File: src/rtl/pst_pkg.sv
package pst_pkg;
  typedef enum logic [1:0] {
    SRC_SYS_DIV = 2'b00,
    SRC_SYS     = 2'b01,
    SRC_SLOW    = 2'b10,
    SRC_PIN     = 2'b11
  } src_e;
endpackage

File: src/rtl/pst_source.sv
module pst_source #(
  parameter int SYS_DIV = 4
) (
  input  logic       clk,
  input  logic       rst_n,
  input  logic [1:0] sel,
  input  logic       lfo_tick,
  input  logic       ext_clk,
  output logic       src_pulse
);
  import pst_pkg::*;
  localparam int DIV_W = (SYS_DIV > 1) ? $clog2(SYS_DIV) : 1;
  localparam logic [DIV_W-1:0] DIV_LAST = DIV_W'(SYS_DIV - 1);

  logic [DIV_W-1:0] div_q, div_d;
  logic             pin_q;
  logic             div_pulse, pin_pulse;

  always_comb begin
    div_pulse = (div_q == DIV_LAST);
    div_d     = div_pulse ? '0 : div_q + DIV_W'(1);
    pin_pulse = ext_clk & ~pin_q;
  end

  always_ff @(posedge clk or negedge rst_n) begin
    if (!rst_n) begin
      div_q <= '0;
      pin_q <= 1'b0;
    end else begin
      div_q <= div_d;
      pin_q <= ext_clk;
    end
  end

  always_comb begin
    unique case (src_e'(sel))
      SRC_SYS_DIV: src_pulse = div_pulse;
      SRC_SYS:     src_pulse = 1'b1;
      SRC_SLOW:    src_pulse = lfo_tick;
      SRC_PIN:     src_pulse = pin_pulse;
      default:     src_pulse = 1'b0;
    endcase
  end
endmodule

File: src/rtl/pst_prescaler.sv
module pst_prescaler #(
  parameter int SEL_W = 2
) (
  input  logic             clk,
  input  logic             rst_n,
  input  logic             run,
  input  logic             clear,
  input  logic             src_pulse,
  input  logic [SEL_W-1:0] ratio_sel,
  output logic             out_pulse
);
  localparam int PCNT_W = (1 << SEL_W) - 1;

  logic [PCNT_W-1:0] pcnt_q, pcnt_d, mask;
  logic              step;

  always_comb begin
    for (int i = 0; i < PCNT_W; i++) begin
      mask[i] = (i < int'(ratio_sel));
    end
    step      = run & src_pulse;
    out_pulse = step & ((pcnt_q & mask) == mask);
    if (clear) begin
      pcnt_d = '0;
    end else if (step) begin
      pcnt_d = out_pulse ? '0 : ((pcnt_q + PCNT_W'(1)) & mask);
    end else begin
      pcnt_d = pcnt_q;
    end
  end

  always_ff @(posedge clk or negedge rst_n) begin
    if (!rst_n) pcnt_q <= '0;
    else        pcnt_q <= pcnt_d;
  end
endmodule

File: src/rtl/pst_sync.sv
module pst_sync #(
  parameter int STAGES = 2
) (
  input  logic clk,
  input  logic rst_n,
  input  logic bypass,
  input  logic d,
  output logic q
);
  logic [STAGES-1:0] pipe_q, pipe_d;

  for (genvar g = 0; g < STAGES; g++) begin : g_stage
    if (g == 0) begin : g_first
      assign pipe_d[g] = d;
    end else begin : g_next
      assign pipe_d[g] = pipe_q[g-1];
    end
  end

  always_ff @(posedge clk or negedge rst_n) begin
    if (!rst_n) pipe_q <= '0;
    else        pipe_q <= pipe_d;
  end

  assign q = bypass ? d : pipe_q[STAGES-1];
endmodule

File: src/rtl/pst_counter.sv
module pst_counter #(
  parameter int BYTE_W = 8
) (
  input  logic                clk,
  input  logic                rst_n,
  input  logic                inc,
  input  logic                wr_en,
  input  logic                wr_hi,
  input  logic [BYTE_W-1:0]   wr_data,
  input  logic                ovf_clr,
  output logic [2*BYTE_W-1:0] cnt_q,
  output logic                ovf_flag
);
  localparam int CNT_W = 2 * BYTE_W;

  logic [CNT_W-1:0] cnt_d;
  logic             flag_q, flag_d, wrap;

  always_comb begin
    wrap = inc & ~wr_en & (cnt_q == {CNT_W{1'b1}});
    if (wr_en) begin
      cnt_d = wr_hi ? {wr_data, cnt_q[BYTE_W-1:0]} : {cnt_q[CNT_W-1:BYTE_W], wr_data};
    end else if (inc) begin
      cnt_d = cnt_q + CNT_W'(1);
    end else begin
      cnt_d = cnt_q;
    end
    flag_d = wrap | (flag_q & ~ovf_clr);
  end

  always_ff @(posedge clk or negedge rst_n) begin
    if (!rst_n) begin
      cnt_q  <= '0;
      flag_q <= 1'b0;
    end else begin
      cnt_q  <= cnt_d;
      flag_q <= flag_d;
    end
  end

  assign ovf_flag = flag_q;
endmodule

File: src/rtl/pst_timer16.sv
module pst_timer16 #(
  parameter int BYTE_W      = 8,
  parameter int SYS_DIV     = 4,
  parameter int PS_SEL_W    = 2,
  parameter int SYNC_STAGES = 2
) (
  input  logic                clk,
  input  logic                rst_n,
  input  logic                enable,
  input  logic                gate_en,
  input  logic [1:0]          clk_sel,
  input  logic [PS_SEL_W-1:0] pre_sel,
  input  logic                async_mode,
  input  logic                lfo_tick,
  input  logic                ext_clk,
  input  logic                wr_en,
  input  logic                wr_hi,
  input  logic [BYTE_W-1:0]   wr_data,
  input  logic                rd_hi,
  output logic [BYTE_W-1:0]   rd_data,
  input  logic                ovf_clr,
  output logic                ovf_flag
);
  localparam int CNT_W = 2 * BYTE_W;

  logic [1:0]       rst_pipe_q;
  logic             rst_sync_n;
  logic             src_pulse, pre_pulse, tick, inc;
  logic [CNT_W-1:0] cnt_q;

  always_ff @(posedge clk or negedge rst_n) begin
    if (!rst_n) rst_pipe_q <= 2'b00;
    else        rst_pipe_q <= {rst_pipe_q[0], 1'b1};
  end
  assign rst_sync_n = rst_pipe_q[1];

  pst_source #(.SYS_DIV(SYS_DIV)) u_src (
    .clk(clk), .rst_n(rst_sync_n), .sel(clk_sel), .lfo_tick(lfo_tick),
    .ext_clk(ext_clk), .src_pulse(src_pulse)
  );

  pst_prescaler #(.SEL_W(PS_SEL_W)) u_pre (
    .clk(clk), .rst_n(rst_sync_n), .run(enable), .clear(wr_en),
    .src_pulse(src_pulse), .ratio_sel(pre_sel), .out_pulse(pre_pulse)
  );

  pst_sync #(.STAGES(SYNC_STAGES)) u_sync (
    .clk(clk), .rst_n(rst_sync_n), .bypass(async_mode), .d(pre_pulse), .q(tick)
  );

  assign inc = tick & enable & gate_en;

  pst_counter #(.BYTE_W(BYTE_W)) u_cnt (
    .clk(clk), .rst_n(rst_sync_n), .inc(inc), .wr_en(wr_en), .wr_hi(wr_hi),
    .wr_data(wr_data), .ovf_clr(ovf_clr), .cnt_q(cnt_q), .ovf_flag(ovf_flag)
  );

  assign rd_data = rd_hi ? cnt_q[CNT_W-1:BYTE_W] : cnt_q[BYTE_W-1:0];
endmodule

File: config.mk
export PLATFORM = sky130hd
export DESIGN_NAME = pst_timer16
export DESIGN_NICKNAME = d
export VERILOG_FILES = /design/src/rtl/pst_pkg.sv /design/src/rtl/pst_source.sv /design/src/rtl/pst_prescaler.sv /design/src/rtl/pst_sync.sv /design/src/rtl/pst_counter.sv /design/src/rtl/pst_timer16.sv
export SDC_FILE = /design/constraint.sdc
export NUM_CORES = 1
export LEC_CHECK = 0
export CAP_MARGIN = 20
export CORE_MARGIN = 2
export CORE_UTILIZATION = 40
export CTS_BUF_LIST = sky130_fd_sc_hd__clkbuf_4 sky130_fd_sc_hd__clkbuf_8
export CTS_CLUSTER_SIZE = 30
export DETAILED_ROUTE_END_ITERATION = 8
export GPL_ROUTABILITY_DRIVEN = 0
export SYNTH_ARGS = -nofsm -noshare
export SYNTH_HDL_FRONTEND = slang
export SYNTH_SLANG_ARGS = --single-unit
File: constraint.sdc
create_clock -name clk -period 3.4 [get_ports clk]
set_clock_uncertainty 0.15 [all_clocks]
set_input_delay 0.68 -clock clk [delete_from_list [all_inputs] [get_ports clk]]
set_output_delay 0.68 -clock clk [all_outputs]
set_load 0.02 [all_outputs]
==> flow_summary_export.csv, run 1 <==
group,metric,value,unit
pwr,power_density,361.0,nW/um^2
placement,placed_area,2210,um^2
timing,tns,0,ns
pwr,p_leak,0.9020,nW
worst_setup_path,required,2.57,ns
routing,antenna_left,0,
clocking,htreeDepth,1,
finish,final_layout_size_suffix_gt1_share,12.61,%
worst_setup_path,critical_path.startpoint_type,"primary input",
grt,grt_pass1_wl,8.956,mm
pwr,p_comb_share,29.3,%
finish,fin_nets,265,
pwr,p_sw,0.2729,mW
timing,maxSlewViolCount,0,
grt,antenna_found_initial,0,
clocking,cts.repair.resized,0,
placement,hpwl,3.826,mm
floorplan,die_area,5193,um^2
clocking,numCtsBuffers,3,
floorplan,die_w,72.06,um
placement,dp_cells,284,
clocking,cts_setup_buffers,0,
grt,grt_max_degree,26,
clocking,root_buffer,"clkbuf_8",
timing,fin_crit_sh,93.45,%
floorplan,rows,24,
finish,syn2layout_area_growth,23.90,%
grt,grt.total_usage,21.85,%
synth,yosysSeqAreaShare,36.46,%
synth,ys_ff_latch,27,
pwr,total_power,0.8289,mW
routing,drt-pass1-iter-count,4,
grt,grt_pass1_vias,1874,
pwr,p_int,0.5560,mW
synth,syn_area,1853,um^2
routing,vias,1828,
clocking,cts_tree,"built",
floorplan,core_area,4414,um^2
clocking,worstSkewPairLatency,0.28,ns
routing,via_per_inst,6.303,
clocking,clockBufferDepth,2,
job,drv_cap,0,
synth,synth_warnings,0,
routing,drc,0,
worst_setup_path,crit_arrival,2.35,ns
worst_setup_path,r2r_start,"u_src.div_q[0]",
worst_setup_path,r2r_end,"u_cnt.cnt_q[15]",
synth,synth-edff-count,0,
clocking,clkTransAtPathRegs,0.10,ns
worst_setup_path,critPathMaxFanout,8,
pwr,p_sw_share,32.92,%
synth,synth_area_per_cell,8.995,um^2
finish,post-route-util,52.01,%
grt,overflow,0,
placement,place_ws,0.2183,ns
worst_hold_path,hp-class,"flip-flop to asynchronous set/reset pin",
timing,setup_ws,0.2226,ns
pwr,vdd_drop_max,0.0001927,V
synth,yosys_most_used_dff,"dfrtp_1",
worst_setup_path,ff2ff_path_depth,8,
finish,design_area,2296,um^2
finish,final_cells,290,
pwr,clock_power_share,23.8,%
synth,netlist_instances,206,
timing,setup_viol,0,
pwr,power.sequential.fraction,46.9,%
routing,routed_wl,5.270,mm
routing,drt_iter0_drc,164,
floorplan,die_h,72.06,um
outcome,status,"completed",
floorplan,pin_count,32,
worst_setup_path,r2r_slack,1.18,ns
routing,wl_per_cell,18.17,um
floorplan,initial_utilization,41.98,%
timing,period_minus_slack,3.177,ns
synth,synthesis.nets,232,
timing,worst_pin_slew,0.5766,ns
worst_setup_path,endpoint_kind,"primary output",
timing,rsz0062_at_grt,"no",
timing,hold_viol_final,0,
placement,place.port_buffers,31,
synth,synthArstFlopShare,100.0,%
timing,maxSlewHeadroom,61.44,%
finish,n_antenna_cell,0,
timing,holdWs,0.1238,ns
clocking,cts_sinks,27,
synth,ys_types,54,
worst_setup_path,worstSetupPathType,"primary input to primary output",
timing,timing.fmax,314.7,MHz
==> routing by layer <==
layer	routed length (um)	up-vias	share of wire [%]	GRT usage, %
met4	59	0	1.1	7.966
li1	-	855	-	-
met1	2349	898	45	30.19
met5	0	-	0	0
met2	2525	68	48	35.37
met3	336	7	6.4	2.500
==> repair_timing <==
item | CTS | global route
setup endpoints to repair | 0 | 0
hold buffers | 0 | 1
endpoints found under the hold margin | 0 | 4
==> cell usage after synthesis (2+ instances only) <==
master / number / share of area [%]
o211ai_1: 9 / 3.6
nand4_1: 5 / 1.7
nand2_1: 26 / 5.3
and4_1: 2 / 0.95
clkbuf_1: 6 / 1.2
o311ai_0: 6 / 2.8
nand3b_1: 3 / 1.2
nor3_1: 2 / 0.54
nand2b_1: 7 / 2.4
dfrtp_1: 27 / 36
inv_1: 7 / 1.4
o22ai_1: 2 / 0.68
and3_1: 4 / 1.4
nor2_1: 9 / 1.8
mux2_2: 9 / 5.5
nor2b_1: 4 / 1.4
a221oi_1: 2 / 0.95
a21oi_1: 6 / 1.6
o311ai_1: 2 / 0.95
and3_4: 3 / 1.8
nand3_1: 13 / 3.5
a32oi_1: 2 / 0.95
ha_1: 3 / 2.0
and2_1: 3 / 1.0
a22oi_1: 2 / 0.81
o32a_1: 2 / 1.1
nor3b_1: 2 / 0.81
o21ai_0: 11 / 3.0
a41oi_1: 2 / 0.95
==> worst max-delay path: stages <==
cell	delay (ns)
clkdlybuf4s50_1	0.74
mux2_2	0.39
clkdlybuf4s50_1	0.54
==> power by group through the flow <==
stage | Combinational [mW] | Sequential [mW] | Clock (mW)
after detailed placement | 0.231 | 0.400 | 0
after global routing | 0.266 | 0.395 | 0.212
after floorplan | 0.145 | 0.384 | 0
final | 0.243 | 0.389 | 0.198
after global placement | 0.225 | 0.398 | 0
after CTS | 0.233 | 0.393 | 0.199
==> worst max path at each step <==
stage,cells past startpoint,start,slack (ns),to
detailed placement,3,rd_hi,0.22,rd_data[4]
global route,3,rd_hi,0.16,rd_data[0]
CTS,3,rd_hi,0.21,rd_data[4]
global placement,3,rd_hi,0.24,rd_data[2]
floorplan,2,rd_hi,1.20,rd_data[0]
finish,3,rd_hi,0.22,rd_data[4]
==> logic make-up (layout without fill, tap and decap cells) <==
logic type               after synthesis  in the layout  share of synthesized area (%)
other                                  1              1                         0.2024
AND/OR/NAND/NOR                       91             91                          27.28
adder cells (fa/ha/maj)                3              3                          2.026
buffers and inverters                 16             48                          3.849
AO/OA/AOI/OAI                         58             58                          24.17
multiplexers                          10             10                          6.010
flip-flops                            27             27                          36.46
==> sequential cells by signal, summed over array words and instances, names as in the netlist <==
register and flops:
u_sync.pipe_q 2, u_src.div_q 2, u_src.pin_q 1, u_pre.pcnt_q 3
u_cnt.ovf_flag 1, u_cnt.cnt_q 16, rst_pipe_q 2
==> layout make-up <==
cell class,count,area [um^2]
flip-flops and latches,27,675.6
fillers,424,2118
clock inverters,1,7.507
inverters,8,30.03
repair buffers,36,370.4
multi-input cells,163,1106
clock buffers,3,41.29
well taps,52,65.06
==> placed cells by master, fill, tap and decap left out, drive strengths merged, types with 2 or more instances in the layout <==
cell type	count
a21oi	6
a221oi	2
a22oi	2
a32oi	2
a41oi	2
and2	4
and3	8
and4	3
buf	4
clkbuf	3
clkdlybuf4s50	31
dfrtp	27
ha	3
inv	8
mux2	9
nand2	26
nand2b	7
nand3	14
nand3b	3
nand4	5
nor2	9
nor2b	4
nor3	2
nor3b	2
o211ai	9
o21ai	12
o22ai	2
o311ai	8
o32a	2
Note: power is estimated with default switching activity, not from simulation.
==> run 2, diff against run 1 <==
Settings changed: SKIP_CTS_REPAIR_TIMING from default to 1.
==> results of run 2 <==
No change in the layout: final DEF, timing and power equal those of run 1.
